$ cat config.mk
export PLATFORM = sky130hd
export DESIGN_NAME = lsu_split_top
export DESIGN_NICKNAME = d
export VERILOG_FILES = /design/src/rtl/lsu_split_pkg.sv /design/src/rtl/lsu_split_ctrl.sv /design/src/rtl/lsu_split_dpath.sv /design/src/rtl/lsu_split_top.sv
export SDC_FILE = /design/constraint.sdc
export NUM_CORES = 1
export LEC_CHECK = 0
export BUFFER_PORTS_ARGS = -buffer_cell sky130_fd_sc_hd__buf_2
export CORE_MARGIN = 2
export CORE_UTILIZATION = 45
export CTS_CLUSTER_DIAMETER = 40
export DETAILED_ROUTE_END_ITERATION = 7
export HOLD_SLACK_MARGIN = 0.02
export PLACE_DENSITY = 0.74
export SLEW_MARGIN = 20
export SYNTH_ARGS = -nofsm -noshare
export SYNTH_HDL_FRONTEND = slang
export SYNTH_SLANG_ARGS = --single-unit
export TNS_END_PERCENT = 100
$ cat constraint.sdc
create_clock -name clk -period 4 [get_ports clk]
set_input_delay 0.4 -clock clk [delete_from_list [all_inputs] [get_ports clk]]
set_output_delay 0.4 -clock clk [all_outputs]
set_load 0.005 [all_outputs]
$ cat src/rtl/lsu_split_pkg.sv
package lsu_split_pkg;

  typedef enum logic [1:0] {
    StIdle  = 2'd0,
    StIssue = 2'd1,
    StWait  = 2'd2,
    StResp  = 2'd3
  } splitState_t;

  typedef struct packed {
    logic latchReq;       // capture the CPU request
    logic captureLow;     // hold lanes of the first beat
    logic captureResult;  // build the final response
    logic beatSel;        // 0 = lower word, 1 = next word
  } ctrlStrobes_t;

endpackage

$ cat src/rtl/lsu_split_ctrl.sv
module lsu_split_ctrl
  import lsu_split_pkg::*;
(
  input  logic         clk,
  input  logic         rst_n,
  input  logic         reqValid,
  input  logic         isSplit,
  input  logic         busReady,
  input  logic         busRspValid,
  input  logic         busErr,
  output logic         reqReady,
  output logic         busValid,
  output logic         rspValid,
  output ctrlStrobes_t strb
);

  splitState_t stateQ, stateD;
  logic beatQ, beatD;

  always_ff @(posedge clk or negedge rst_n) begin
    if (!rst_n) begin
      stateQ <= StIdle;
      beatQ  <= 1'b0;
    end else begin
      stateQ <= stateD;
      beatQ  <= beatD;
    end
  end

  always_comb begin
    stateD = stateQ;
    beatD  = beatQ;
    strb   = '0;
    strb.beatSel = beatQ;
    reqReady = 1'b0;
    busValid = 1'b0;
    rspValid = 1'b0;
    unique case (stateQ)
      StIdle: begin
        reqReady = 1'b1;
        if (reqValid) begin
          strb.latchReq = 1'b1;
          beatD  = 1'b0;
          stateD = StIssue;
        end
      end
      StIssue: begin
        busValid = 1'b1;
        if (busReady) stateD = StWait;
      end
      StWait: begin
        if (busRspValid) begin
          if (!beatQ && isSplit && !busErr) begin
            strb.captureLow = 1'b1;
            beatD  = 1'b1;
            stateD = StIssue;
          end else begin
            strb.captureResult = 1'b1;
            stateD = StResp;
          end
        end
      end
      default: begin
        rspValid = 1'b1;
        stateD   = StIdle;
      end
    endcase
  end


  rsp_single_pulse_chk: assert property (@(posedge clk) disable iff (!rst_n)
    rspValid |=> !rspValid);


  req_ready_drop_chk: assert property (@(posedge clk) disable iff (!rst_n)
    (reqValid && reqReady) |=> !reqReady);


  err_ends_req_chk: assert property (@(posedge clk) disable iff (!rst_n)
    (stateQ == StWait && busRspValid && busErr) |=> (rspValid && !busValid));

endmodule

$ cat src/rtl/lsu_split_dpath.sv
module lsu_split_dpath
  import lsu_split_pkg::*;
#(
  parameter int ADDR_W = 32
) (
  input  logic              clk,
  input  logic              rst_n,
  input  ctrlStrobes_t      strb,
  input  logic              reqWrite,
  input  logic [ADDR_W-1:0] reqAddr,
  input  logic [1:0]        reqSize,
  input  logic              reqSigned,
  input  logic [31:0]       reqWdata,
  input  logic [31:0]       busRdata,
  input  logic              busErr,
  output logic              isSplit,
  output logic              busWrite,
  output logic [ADDR_W-1:0] busAddr,
  output logic [3:0]        busBe,
  output logic [31:0]       busWdata,
  output logic [31:0]       rspRdata,
  output logic              rspErr
);

  localparam int LANES   = 4;
  localparam int WORD_W  = 8 * LANES;
  localparam int OFF_W   = $clog2(LANES);

  logic [ADDR_W-1:0] addrQ;
  logic [1:0]        sizeQ;
  logic              sgnQ, wrQ, errQ;
  logic [WORD_W-1:0] wdataQ, lowQ, resQ;

  logic [OFF_W-1:0]    off;
  logic [2*LANES-1:0]  sizeMask, laneMask;
  logic [2*WORD_W-1:0] wide, src, shifted;
  logic [WORD_W-1:0]   ext;
  logic [ADDR_W-OFF_W-1:0] wordIdx;

  always_ff @(posedge clk or negedge rst_n) begin
    if (!rst_n) begin
      addrQ <= '0; sizeQ <= '0; sgnQ <= 1'b0; wrQ <= 1'b0;
      wdataQ <= '0; lowQ <= '0; resQ <= '0; errQ <= 1'b0;
    end else begin
      if (strb.latchReq) begin
        addrQ  <= reqAddr;
        sizeQ  <= reqSize;
        sgnQ   <= reqSigned;
        wrQ    <= reqWrite;
        wdataQ <= reqWdata;
        errQ   <= 1'b0;
      end
      if (strb.captureLow) lowQ <= busRdata;
      if (strb.captureResult) begin
        resQ <= wrQ ? '0 : ext;
        errQ <= errQ | busErr;
      end
    end
  end

  always_comb begin
    off = addrQ[OFF_W-1:0];
    unique case (sizeQ)
      2'd0:    sizeMask = 8'b0000_0001;
      2'd1:    sizeMask = 8'b0000_0011;
      default: sizeMask = 8'b0000_1111;
    endcase
    laneMask = sizeMask << off;
    isSplit  = |laneMask[2*LANES-1:LANES];
  end

  always_comb begin
    wide    = {{WORD_W{1'b0}}, wdataQ} << {off, 3'b000};
    wordIdx = addrQ[ADDR_W-1:OFF_W] + {{(ADDR_W-OFF_W-1){1'b0}}, strb.beatSel};
    busAddr = {wordIdx, {OFF_W{1'b0}}};
    busBe    = strb.beatSel ? laneMask[2*LANES-1:LANES] : laneMask[LANES-1:0];
    busWdata = strb.beatSel ? wide[2*WORD_W-1:WORD_W] : wide[WORD_W-1:0];
    busWrite = wrQ;
  end

  always_comb begin
    src     = isSplit ? {busRdata, lowQ} : {{WORD_W{1'b0}}, busRdata};
    shifted = src >> {off, 3'b000};
    unique case (sizeQ)
      2'd0:    ext = {{24{sgnQ & shifted[7]}},  shifted[7:0]};
      2'd1:    ext = {{16{sgnQ & shifted[15]}}, shifted[15:0]};
      default: ext = shifted[WORD_W-1:0];
    endcase
  end

  assign rspRdata = resQ;
  assign rspErr   = errQ;


  second_beat_split_chk: assert property (@(posedge clk) disable iff (!rst_n)
    strb.beatSel |-> isSplit);


  byte_never_split_chk: assert property (@(posedge clk) disable iff (!rst_n)
    (sizeQ == 2'd0) |-> !isSplit);

endmodule

$ cat src/rtl/lsu_split_top.sv
module lsu_split_top
  import lsu_split_pkg::*;
#(
  parameter int ADDR_W = 32
) (
  input  logic              clk,
  input  logic              rst_n,
  input  logic              reqValid,
  output logic              reqReady,
  input  logic              reqWrite,
  input  logic [ADDR_W-1:0] reqAddr,
  input  logic [1:0]        reqSize,
  input  logic              reqSigned,
  input  logic [31:0]       reqWdata,
  output logic              rspValid,
  output logic [31:0]       rspRdata,
  output logic              rspErr,
  output logic              busValid,
  input  logic              busReady,
  output logic              busWrite,
  output logic [ADDR_W-1:0] busAddr,
  output logic [3:0]        busBe,
  output logic [31:0]       busWdata,
  input  logic              busRspValid,
  input  logic [31:0]       busRdata,
  input  logic              busErr
);

  ctrlStrobes_t strb;
  logic         isSplit;

  lsu_split_ctrl u_ctrl (
    .clk(clk), .rst_n(rst_n), .reqValid(reqValid), .isSplit(isSplit),
    .busReady(busReady), .busRspValid(busRspValid), .busErr(busErr),
    .reqReady(reqReady), .busValid(busValid), .rspValid(rspValid), .strb(strb)
  );

  lsu_split_dpath #(.ADDR_W(ADDR_W)) u_dpath (
    .clk(clk), .rst_n(rst_n), .strb(strb), .reqWrite(reqWrite),
    .reqAddr(reqAddr), .reqSize(reqSize), .reqSigned(reqSigned),
    .reqWdata(reqWdata), .busRdata(busRdata), .busErr(busErr),
    .isSplit(isSplit), .busWrite(busWrite), .busAddr(busAddr),
    .busBe(busBe), .busWdata(busWdata), .rspRdata(rspRdata), .rspErr(rspErr)
  );


  bus_hold_chk: assert property (@(posedge clk) disable iff (!rst_n)
    (busValid && !busReady) |=> (busValid && $stable(busAddr) && $stable(busBe)
                                 && $stable(busWdata) && $stable(busWrite)));


  bus_be_nonzero_chk: assert property (@(posedge clk) disable iff (!rst_n)
    busValid |-> (busBe != 4'b0000));

endmodule

**Word-level counts from Yosys, hierarchy flattened**

Cells that the tools add are included.
Widths: inputs -> output; s select.

- Flip-flop bits (word level): 136
- Output and inout bits: 105
- Logic and storage cells: 62

- $add $sub $neg: 1
- Equal/unequal tests: 7
- Shifts and indexed selects: 3
- Multiplexer cells: 26
- Bitwise logic cells: 3
- Reduce and logical (&&, ||, !) cells: 12

Operators by type and width:

| kind | number |
|---|---|
| $mux 32 | 2 |
| $mux 64 | 1 |
| $pmux 32 s2 | 1 |
| $shl 32x5->64 | 1 |
| $shr 64x5->32 | 1 |
| $add 30x1->30 | 1 |
| $mux 1 | 12 |
| $mux 2 | 6 |
| $pmux 4 s2 | 1 |
| $shl 4x2->8 | 1 |
| $ne 2x2->1 const B | 3 |
| $pmux 2 s3 | 1 |
| $eq 2x1->1 const B | 2 |
| $logic_not 2->1 | 2 |
| $mux 4 | 1 |
| $reduce_and 4->1 | 1 |
| $reduce_bool 2->1 | 2 |
| $reduce_or 4->1 | 1 |
| $reduce_and 3->1 | 1 |
| $reduce_or 3->1 | 1 |
| $and 1x1->1 | 2 |
| $eq 2x2->1 const B | 1 |
| $logic_and 1x1->1 | 2 |
| $logic_not 1->1 | 2 |
| 3 further kinds | 3 |

**Depth between registers and ports, before layout**

Gate-level depths: netlist of run 1.

- Depth after elaboration: 10
- Gate-level depth with buffers: 9

**Hierarchy**

From an unflattened synthesis of run 1, not the netlist that was laid out.

- Cell total of the unflattened synthesis: 691
- Area, all modules: 7686.1 µm²

Modules (own cells, without submodules):

| module | instances | cells an instance | area each (µm²) | sequential area each (µm²) |
|---|---|---|---|---|
| lsu_split_dpath | 1 | 670 | 7479.7 | 3128.0 |
| lsu_split_ctrl | 1 | 21 | 206.4 | 75.1 |

**Least setup slack after synthesis of run 1**

No wires, ideal clock.

- Kind: register to output
- From: register u_ctrl.beatQ
- To: output port busAddr[26]
- Data arrival time: 1.806 ns
- Slack: 1.794 ns
- Cell stages (with the launch flop): 8
- Path buffers: 0
- Cells stage by stage: dfrtp_1 ha_1 ha_1 and4_1 and4_1 and4_1 nand4_1 xnor2_1

- Cells in the longest elaborated chain, start to end: 1

Ends and longest elaborated chain:

| item | line | source |
|---|---|---|
| start: declaration | lsu_split_ctrl.sv:18 | `logic beatQ, beatD;` |
| start signal: assignment | lsu_split_ctrl.sv:26 | `beatQ <= beatD;` |
| $add 30x1->30 | lsu_split_dpath.sv:74 | `wordIdx = addrQ[ADDR_W-1:OFF_W] + {{(ADDR_W-OFF_W-1){1'b0}}, strb.beatSel};` |
| end: declaration | lsu_split_top.sv:21 | `output logic [ADDR_W-1:0] busAddr,` |

No other way between the ends.

**Final worst setup path of run 1**

- From: register u_dpath.addrQ[1]
- To: output port busBe[2]

- Cells in the longest elaborated chain, start to end: 2

Ends and longest elaborated chain:

| item | line | source |
|---|---|---|
| start: declaration | lsu_split_dpath.sv:29 | `logic [ADDR_W-1:0] addrQ;` |
| start signal: assignment | lsu_split_dpath.sv:46 | `addrQ <= reqAddr;` |
| $shl 4x2->8 | lsu_split_dpath.sv:68 | `laneMask = sizeMask << off;` |
| $mux 4 | lsu_split_dpath.sv:76 | `busBe = strb.beatSel ? laneMask[2*LANES-1:LANES] : laneMask[LANES-1:0];` |
| end: declaration | lsu_split_top.sv:22 | `output logic [3:0] busBe,` |

No other way between the ends.

==> reports/results.tsv, run 1 <==
stage	metric	value	unit
timing	worstMarginPinSlew	0.998	ns
setup_path	arrival	2.88	ns
timing	tns	0	ns
placement	port_buffers	208	
placement	place_inst	1148	
setup_path	cp-end-kind	output pin	
synthesis	syn_avg_cell_area	10.5	um^2
die	ios	211	
timing	post-route-min-period	3.28	ns
timing	fmax	305	MHz
timing	setup_violations	0	
power	netSwitchingPower	3.40	mW
global_routing	grt_pass1_wl	36400	um
route	via_count	6940	
route	antenna_left	0	
power	p_total	8.22	mW
timing	rsz0062_at_grt	no	
setup_path	cp_num_buf_inv	2	
synthesis	ys_types	63	
die	die-area	18700	um^2
timing	clock_skew	0.0116	ns
die	die_h	137	um
clock_tree	cts_tree	yes	
die	die_x	137	um
timing	report.final.slew_viol_count	0	
synthesis	yosys-top-cells-area	dfrtp_1 43%, mux2_2 14%, mux2i_1 5.9%	
synthesis	ys_seq_elements	135	
power	clock_power_share	0.184	
clock_tree	cts-root-buf	clkbuf_16	
run	drv_cap	0	
global_routing	grt.total_usage	0.254	
timing	timing.final.crit_share	0.819	
synthesis	synthCells	758	
route	wl	23100	um
setup_path	cp_slowest_cell	nor2b_1	
global_routing	grt_max_degree	85	
clock_tree	htreeDepth	4	
route	drt-vias-per-instance	5.87	
clock_tree	cts_resized	0	
hold_path	min_path_type	in2async	
synthesis	synthArstFlopShare	1.00	
timing	hold_viol_final	0	
global_routing	antenna_found_initial	3	
power	leakagePower	4.45	nW
cells_and_area	fin_nets	1050	
synthesis	yosys_warnings	0	
power	ir_worst_vdd	0.454	mV
power	seqPwrFrac	0.327	
placement	dp_slack	1.22	ns
setup_path	critical_path_class	reg2out	
clock_tree	clkSinkCount	135	
die	core	17300	um^2
clock_tree	insertion_delay	0.43	ns
power	swShare	0.413	
synthesis	synth_top_area_frac	0.426	
clock_tree	post-cts-setup-buffers	0	
power	power_frac_comb	0.489	
setup_path	path_delay_family	buffers and inverters	
synthesis	synth_edf_count	0	
die	rows	48	
cells_and_area	final_cell_mix	207 x buf_2, 133 x dfrtp_1, 97 x mux2_2	
cells_and_area	final_common_cell	buf_2	
timing	max_slew_margin	0.334	
route	routedWlPerCell	19.5	um
setup_path	cp.required	3.60	ns
timing	holdWs	0.0353	ns
cells_and_area	layout-drive-gt1-share	0.391	
route	drt-initial-drc-count	572	
synthesis	synth_area	7930	um^2
clock_tree	holdBufCountCts	0	
cells_and_area	fin_cells	1182	
status	status	complete, no violations	
die	start_util	0.459	
synthesis	ys_seq_area_frac	0.426	
timing	setup_ws	0.725	ns
route	drtPass1Iterations	5	
placement	dp_hpwl	16100	um
global_routing	globalRouteOverflowTotal	0	
setup_path	cpPeakStageDelay	0.71	ns
cells_and_area	area_delta_synth_final	22.1	%
clock_tree	clock_path_buffers	2	
route	post-route-drc-count	0	
global_routing	first_global_vias	6817	
setup_path	worstPathCellList	buf_4 -> nor2b_1 -> a21oi_1 -> o22ai_1 -> buf_2	
clock_tree	path_clk_slew	0.06	ns
power	p_int	4.82	mW
setup_path	path_max_fanout	69	
power	power_density	849	nW/um^2
cells_and_area	fillers	1568	
clock_tree	numCtsBuffers	17	
placement	gp_congestion	0.868	
synthesis	netlist.top_cell.by_area	dfrtp_1	
synthesis	synth_ff_type	dfrtp_1	
setup_path	startpoint_type	register	
-- cell usage after synthesis, drive strengths merged, types with 4 or more instances --
master,number
mux2i,47
a31oi,5
and2,7
nor2b,6
xnor2,23
clkbuf,32
o21ai,43
and3,12
nand4,4
a21oi,31
a22o,12
nand2,80
o211ai,10
a311oi,4
dfrtp,135
buf,24
mux4,8
nand2b,19
a221oi,15
mux2,102
o22ai,12
inv,7
nand3,17
nor2,34
xor2,5
o21a,4
a221o,7
and4,9
a211o,5
-- flip-flops by register name, indices dropped and copies added (netlist names) --
register          flops
u_dpath.wdataQ       32
u_dpath.sgnQ          1
u_ctrl.stateQ         2
u_dpath.lowQ         31
u_dpath.rspRdata     32
u_dpath.addrQ        32
u_ctrl.beatQ          1
u_dpath.rspErr        1
u_dpath.sizeQ         2
u_dpath.busWrite      1
-- power by group through the flow --
stage               Combinational [mW]  Sequential, mW  Clock (mW)
floorplan                         2.83            2.41           0
global placement                  3.94            2.66           0
detailed placement                3.98            2.69           0
CTS                               4.01            2.67        1.54
global route                      4.39            2.79        1.61
finish                            4.02            2.69        1.51
-- layer usage --
layer	routed length, um	GRT usage
met2	11300	0.422
met4	461	0.0848
met1	9240	0.314
met5	16	0
met3	2070	0.0815
-- kinds of logic after synthesis --
kind of cell               share of synthesized area
DFF                                            0.426
muxes                                          0.227
buffers and inverters                         0.0349
AOI/OAI and AO/OA                              0.150
and+or+nand+nor                                0.128
other                                       0.000473
adders and majority gates                    0.00315
xor gates and xnor gates                      0.0309
-- path summary, 6_finish.rpt --
check                                                 from  cells past startpoint  slack [ns]                               end
setup / recovery              u_dpath.addrQ[1]$_DFFE_PN0P_                      5        0.72                          busBe[2]
max in group asynchronous                            rst_n                      2        3.04      u_dpath.lowQ[30]$_DFFE_PN0P_
min in group clk                                reqSize[1]                      3        0.18      u_dpath.sizeQ[1]$_DFFE_PN0P_
setup reg to reg              u_dpath.addrQ[1]$_DFFE_PN0P_                      6        1.21  u_dpath.rspRdata[24]$_DFFE_PN0P_
hold reg to reg            u_dpath.rspRdata[2]$_DFFE_PN0P_                      2        0.48   u_dpath.rspRdata[2]$_DFFE_PN0P_
hold / removal                                       rst_n                      1        0.04  u_dpath.rspRdata[21]$_DFFE_PN0P_
-- cell type report --
type	instances	area [um^2]	area share
repair buffers	220	1140	0.117
inverters	7	26.3	0.00271
clock inverters	13	121	0.0125
multi-input cells	561	4290	0.443
flip-flops and latches	135	3380	0.349
well taps	225	282	0.0291
diodes	2	5.00	0.000517
clock buffers	19	443	0.0457
-- stage by stage --
stage               utilization  instance area [um^2]
detailed placement        0.527                  9110
finish                    0.560                  9680
floorplan                     -                  7940
CTS                       0.560                  9680
global placement          0.527                  9110
global route              0.560                  9680
Power figures use the tool's default switching activity.
==> inputs of run 2 (changes only) <==
--- a/config.mk
+++ b/config.mk
@@ -11,7 +11,7 @@
 export CTS_CLUSTER_DIAMETER = 40
 export DETAILED_ROUTE_END_ITERATION = 7
 export HOLD_SLACK_MARGIN = 0.02
-export PLACE_DENSITY = 0.74
+export PLACE_DENSITY = 0.77
 export SLEW_MARGIN = 20
 export SYNTH_ARGS = -nofsm -noshare
 export SYNTH_HDL_FRONTEND = slang
==> constraint.sdc (replaced) <==
create_clock -name clk -period 2.6 [get_ports clk]
set_input_delay 0.26 -clock clk [delete_from_list [all_inputs] [get_ports clk]]
set_output_delay 0.26 -clock clk [all_outputs]
set_load 0.005 [all_outputs]
==> run 2 against run 1 <==
Compared with the run above:
- critical path depth increased by 3
- total power is 62% higher
- die area is the same
- highest routed layer unchanged
- cell count rose by 2.5%
- final area increased by 4.4%
- worst hold slack better by 0.015 ns
- combinational power up 65%
- non-clock buffer count rose by 29
- global-route usage increased by 0.16 points
- first-iteration DRC count shrank 10%
==> reports/results.tsv, run 2 (synthesis gave the netlist of run 1 again) <==
stage	metric	value	unit	change
timing	report.final.slew_viol_count	0		unchanged
setup_path	critPathMostFrequentCell	and4_4		
timing	fmax	396	MHz	
global_routing	grt_max_degree	70		was 85
status	status	complete, no violations		unchanged
setup_path	startpoint_type	register		unchanged
route	drt-vias-per-instance	5.88		was 5.87
setup_path	cp-end-kind	output pin		unchanged
global_routing	grt_pass1_wl	36900	um	was 36,400 um
run	drv_cap	0		unchanged
setup_path	cp_slowest_cell	dfrtp_1		was nor2b_1
clock_tree	cts-root-buf	clkbuf_16		unchanged
cells_and_area	final_common_cell	buf_2		unchanged
timing	rsz0062_at_grt	yes		was no
timing	hold_viol_final	0		unchanged
setup_path	arrival	2.26	ns	was 2.88 ns
setup_path	cp.required	2.34	ns	was 3.60 ns
route	post-route-drc-count	0		unchanged
timing	setup_violations	0		unchanged
clock_tree	clkSinkCount	135		unchanged
setup_path	critical_path_class	reg2out		unchanged
power	p_total	13.3	mW	was 8.22 mW
timing	worstMarginPinSlew	0.751	ns	was 0.998 ns
die	rows	48		unchanged
timing	clock_skew	0.0157	ns	was 0.0116 ns
clock_tree	cts_tree	yes		unchanged
die	ios	211		unchanged
die	start_util	0.459		unchanged
setup_path	cpPeakStageDelay	0.40	ns	was 0.71 ns
cells_and_area	layout-drive-gt1-share	0.423		was 0.391
route	routedWlPerCell	19.6	um	was 19.5 um
global_routing	grt.total_usage	0.256		was 0.254
hold_path	min_path_type	in2reg		was in2async
route	drtPass1Iterations	5		unchanged
die	die_h	137	um	unchanged
global_routing	globalRouteOverflowTotal	0		unchanged
clock_tree	insertion_delay	0.43	ns	about the same
die	core	17300	um^2	unchanged
timing	holdWs	0.0498	ns	was 0.0353 ns
setup_path	path_max_fanout	4		was 69
placement	port_buffers	208		unchanged
die	die_x	137	um	unchanged
clock_tree	clock_path_buffers	2		unchanged
route	antenna_left	0		unchanged
cells_and_area	area_delta_synth_final	27.4	%	was 22.1%
global_routing	first_global_vias	6959		was 6,817
placement	dpl-instance-area	9330	um^2	was 9110 um^2
setup_path	worstPathCellList	ha_4 -> ha_4 -> and4_4 -> and4_4 -> and4_4 -> nand4_1 -> xnor2_1 -> buf_2		was buf_4 -> nor2b_1 -> a21oi_1 -> o22ai_1 -> buf_2
die	die-area	18700	um^2	unchanged
placement	gp_congestion	0.882		was 0.868
clock_tree	htreeDepth	4		unchanged
power	ir_worst_vdd	0.857	mV	was 0.454 mV
cells_and_area	fin_nets	1079		was 1,050
cells_and_area	fillers	1433		was 1,568
route	wl	23800	um	was 23,100 um
clock_tree	numCtsBuffers	17		unchanged
route	drt-initial-drc-count	513		was 572
power	power_density	1320	nW/um^2	was 849 nW/um^2
timing	post-route-min-period	2.52	ns	
clock_tree	path_clk_slew	0.06	ns	about the same
power	leakagePower	4.68	nW	was 4.45 nW
timing	max_slew_margin	0.494		was 0.334
route	via_count	7121		was 6,940
global_routing	antenna_found_initial	4		was 3
placement	dp_hpwl	16600	um	was 16,100 um
timing	timing.final.crit_share	0.971		
cells_and_area	final_cell_mix	207 x buf_2, 129 x dfrtp_1, 97 x mux2_2		was 207 x buf_2, 133 x dfrtp_1, 97 x mux2_2
cells_and_area	postLayoutCellArea	10100	um^2	was 9680 um^2
## run 2: timing repair
action | CTS | global route
gates resized for setup | 7 | 17
endpoints found under the hold margin | 66 | 0
gates cloned | 0 | 0
hold buffers | 1 | 0
pin swaps | 0 | 4
setup endpoints to repair | 4 | 16
setup buffers | 0 | 5
## run 2: power by group
group,switching (mW),internal [mW],leakage [nW]
clock,0.932,1.69,0.311
combinational,3.40,3.22,2.70
sequential,0.968,3.09,1.67
total,5.30,8.00,4.68
## run 2: routing by layer
metal | track usage | routed length (um) | up-vias | part of all wire
li1 | - | - | 3221 | -
met1 | 0.318 | 9320 | 3466 | 0.39
met2 | 0.413 | 11400 | 385 | 0.48
met3 | 0.0889 | 2430 | 47 | 0.10
met4 | 0.0922 | 590 | 2 | 0.025
met5 | 0 | 13 | - | 0.00055
## run 2: critical path, delay by kind of cell (launching register included)
kind	cells	cell delay [ns]
buffers and inverters	1	0.13
adder cells (fa/ha/maj)	2	0.31
flip-flops	1	0.40
AND/OR/NAND/NOR	4	0.86
XOR/XNOR	1	0.14
## run 2: layout make-up
cell class / instances / area (um^2) / area share
Clock buffer: 22 / 474 / 0.0469
Sequential cell: 135 / 3390 / 0.335
Inverter: 7 / 26.3 / 0.00260
Tap cell: 225 / 282 / 0.0279
Antenna cell: 2 / 5.00 / 0.000495
Clock inverter: 10 / 168 / 0.0166
Multi-Input combinational cell: 561 / 4370 / 0.432
Timing Repair Buffer: 249 / 1400 / 0.138
## run 2: per-stage QoR
step,instances,worst slack [ns],utilization,setup TNS [ns]
CTS,1204,0.000906,0.578,0
global placement,1171,0.355,0.539,0
finish,1211,0.0751,0.584,0
global route,1209,-0.0302,0.584,-0.0302
floorplan,759,0.534,-,0
detailed placement,1171,0.313,0.539,0
## run 2: path summary, 6_finish.rpt
path,start,slack [ns],depth (start not counted),endpoint
worst min register to register,u_dpath.lowQ[8]$_DFFE_PN0P_,0.48,1,u_dpath.lowQ[8]$_DFFE_PN0P_
max in group asynchronous,rst_n,1.46,3,u_dpath.lowQ[25]$_DFFE_PN0P_
min in group asynchronous,rst_n,0.44,2,u_dpath.addrQ[3]$_DFFE_PN0P_
worst min-delay path,reqAddr[0],0.05,3,u_dpath.addrQ[0]$_DFFE_PN0P_
worst max-delay path,u_dpath.addrQ[2]$_DFFE_PN0P_,0.08,8,busAddr[26]
worst max register to register,u_dpath.addrQ[0]$_DFFE_PN0P_,0.28,5,u_dpath.rspRdata[21]$_DFFE_PN0P_
==> inputs of run 3 (changes only) <==
--- a/config.mk
+++ b/config.mk
@@ -6,8 +6,8 @@
 export NUM_CORES = 1
 export LEC_CHECK = 0
 export BUFFER_PORTS_ARGS = -buffer_cell sky130_fd_sc_hd__buf_2
-export CORE_MARGIN = 2
 export CORE_UTILIZATION = 45
+export CTS_BUF_LIST = sky130_fd_sc_hd__clkbuf_4 sky130_fd_sc_hd__clkbuf_8 sky130_fd_sc_hd__clkbuf_16
 export CTS_CLUSTER_DIAMETER = 40
 export DETAILED_ROUTE_END_ITERATION = 7
 export HOLD_SLACK_MARGIN = 0.02
==> run 3 against run 2 <==
Compared with the run above:
- routed wire length is 0.94% lower
- core utilization is 0.44 points lower
- clock power is 10% lower
- critical path depth stayed put
- first-iteration DRC count is 20% higher
- worst setup slack better by 0.033 ns
- final area is 1.1% lower
- combinational power hardly changed
- total power is 1.8% lower
- sequential share of layout area is 0.32 points higher
- maximum frequency is 1.3% higher
- critical endpoint unchanged
- largest cell class unchanged
==> reports/results.tsv, run 3 (synthesis gave the netlist of run 1 again) <==
stage	metric	value	unit	change
clock_tree	insertion_delay	0.43	ns	about the same
setup_path	cp_num_buf_inv	1		unchanged
cells_and_area	multiInputGateArea	4340	um^2	was 4370 um^2
setup_path	cp-end-kind	output pin		unchanged
placement	port_buffers	208		unchanged
global_routing	grt_pass1_wl	37200	um	was 36,900 um
die	start_util	0.460		was 0.459
route	drt-vias-per-instance	5.92		was 5.88
timing	report.final.slew_viol_count	0		unchanged
status	status	complete, no violations		unchanged
global_routing	globalRouteOverflowTotal	0		unchanged
global_routing	grt.total_usage	0.266		was 0.256
route	drtPass1Iterations	5		unchanged
power	swShare	0.410		was 0.399
route	routedWlPerCell	19.5	um	was 19.6 um
cells_and_area	ff_latch_area	3380	um^2	was 3390 um^2
timing	hold_viol_final	0		unchanged
cells_and_area	fin_nets	1076		was 1,079
die	die_x	135	um	was 137 um
placement	gp_congestion	0.861		was 0.882
power	power_frac_comb	0.509		was 0.498
clock_tree	path_clk_slew	0.06	ns	about the same
power	clock_power_share	0.180		was 0.197
timing	max_slew_margin	0.417		was 0.494
setup_path	cpPeakStageDelay	0.40	ns	about the same
setup_path	critical_path_class	reg2out		unchanged
timing	setup_violations	0		unchanged
route	drt-initial-drc-count	616		was 513
setup_path	path_max_fanout	4		unchanged
power	netSwitchingPower	5.36	mW	was 5.30 mW
cells_and_area	fillers	1418		was 1,433
timing	post-route-min-period	2.49	ns	was 2.52 ns
cells_and_area	final_cell_mix	207 x buf_2, 133 x dfrtp_1, 97 x mux2_2		was 207 x buf_2, 129 x dfrtp_1, 97 x mux2_2
clock_tree	cts-root-buf	clkbuf_16		unchanged
power	p_int	7.70	mW	was 8.00 mW
timing	rsz0062_at_grt	yes		unchanged
cells_and_area	final_common_cell	buf_2		unchanged
power	p_total	13.1	mW	was 13.3 mW
placement	dp_hpwl	16600	um	about the same
cells_and_area	area_delta_synth_final	26.0	%	was 27.4%
timing	timing.final.crit_share	0.959		was 0.971
placement	dpl-instance-area	9320	um^2	was 9330 um^2
die	core	17200	um^2	was 17,300 um^2
setup_path	startpoint_type	register		unchanged
clock_tree	clock_path_buffers	2		unchanged
global_routing	antenna_found_initial	2		was 4
cells_and_area	layout-drive-gt1-share	0.415		was 0.423
timing	fmax	401	MHz	was 396 MHz
route	antenna_left	0		unchanged
die	rows	48		unchanged
power	seqPwrFrac	0.311		was 0.305
setup_path	critPathMostFrequentCell	and4_4		unchanged
power	ir_worst_vdd	0.780	mV	was 0.857 mV
die	die_h	135	um	was 137 um
clock_tree	htreeDepth	4		unchanged
setup_path	cp.required	2.34	ns	about the same
run	drv_cap	0		unchanged
power	power_density	1310	nW/um^2	was 1320 nW/um^2
cells_and_area	fin_cells	1208		was 1,211
global_routing	first_global_vias	7135		was 6,959
placement	place_inst	1168		was 1,171
global_routing	grt_max_degree	73		was 70
timing	clock_skew	0.00905	ns	was 0.0157 ns
route	post-route-drc-count	0		unchanged
setup_path	arrival	2.23	ns	was 2.26 ns
route	wl	23500	um	was 23,800 um
cells_and_area	postLayoutCellArea	10000	um^2	was 10,100 um^2
clock_tree	numCtsBuffers	17		unchanged
setup_path	path_delay_family	simple AND/OR/NAND/NOR gates		unchanged
hold_path	min_path_type	in2reg		unchanged
timing	worstMarginPinSlew	0.865	ns	was 0.751 ns
die	ios	211		unchanged
route	via_count	7157		was 7,121
power	leakagePower	4.62	nW	was 4.68 nW
die	die-area	18200	um^2	was 18,700 um^2
clock_tree	clkSinkCount	135		unchanged
setup_path	worstPathCellList	ha_4 -> ha_4 -> and4_4 -> and4_4 -> and4_4 -> nand4_1 -> xnor2_1 -> buf_2		unchanged
clock_tree	cts_tree	yes		unchanged
setup_path	cp_slowest_cell	dfrtp_1		unchanged
-- run 3: final timing paths --
check	start	endpoint	slack, ns	depth (start not counted)
min in group asynchronous	rst_n	u_dpath.addrQ[14]$_DFFE_PN0P_	0.34	2
max in group asynchronous	rst_n	u_dpath.lowQ[30]$_DFFE_PN0P_	1.60	3
worst max register to register	u_dpath.sizeQ[1]$_DFFE_PN0P_	u_dpath.rspRdata[19]$_DFFE_PN0P_	0.36	5
worst max-delay path	u_dpath.addrQ[2]$_DFFE_PN0P_	busAddr[26]	0.11	8
worst min register to register	u_dpath.rspRdata[5]$_DFFE_PN0P_	u_dpath.rspRdata[5]$_DFFE_PN0P_	0.47	2
worst min-delay path	reqSize[1]	u_dpath.sizeQ[1]$_DFFE_PN0P_	0.05	3
-- run 3: layout make-up --
type | instances | area share
diodes | 2 | 0.000501
clock buffers | 20 | 0.0454
clock inverters | 12 | 0.0120
inverters | 7 | 0.00263
multi-input cells | 561 | 0.434
flip-flops and latches | 135 | 0.338
well taps | 225 | 0.0282
repair buffers | 246 | 0.139
-- run 3: tightest hold or removal path, cell delays in order --
cell	delay, ns
buf_2	0.07
nand2_1	0.04
o21ai_0	0.06
-- run 3: power by group through the flow --
stage                     Clock, mW  Sequential [mW]  Combinational, mW
after CTS                      2.38             4.02               6.58
after global placement            0             3.98               6.41
after global routing           2.47             4.19               7.25
after detailed placement          0             4.03               6.52
after floorplan                   0             3.71               4.35
final                          2.35             4.06               6.65
-- run 3: timing repair --
action / CTS / global route
resized for setup: 8 / 7
setup buffers: 2 / 3
hold endpoints to repair: 44 / 0
endpoints found under the setup margin: 5 / 19
pin swaps: 1 / 3
hold buffers: 1 / 0
-- run 3: per-stage QoR --
stage | setup slack (ns) | hold slack (ns) | util | setup TNS [ns]
after detailed placement | 0.269 | 0.224 | 0.540 | 0
after global placement | 0.328 | 0.221 | 0.540 | 0
after floorplan | 0.534 | -0.0356 | - | 0
after global routing | -0.0169 | 0.0548 | 0.580 | -0.0169
after CTS | 0.0182 | 0.0393 | 0.577 | 0
final | 0.108 | 0.0506 | 0.580 | 0
-- run 3: routing by layer --
layer	routed length, um	global-route usage
met4	910	0.139
met1	9090	0.319
met3	2200	0.0830
met5	10	0
met2	11300	0.430
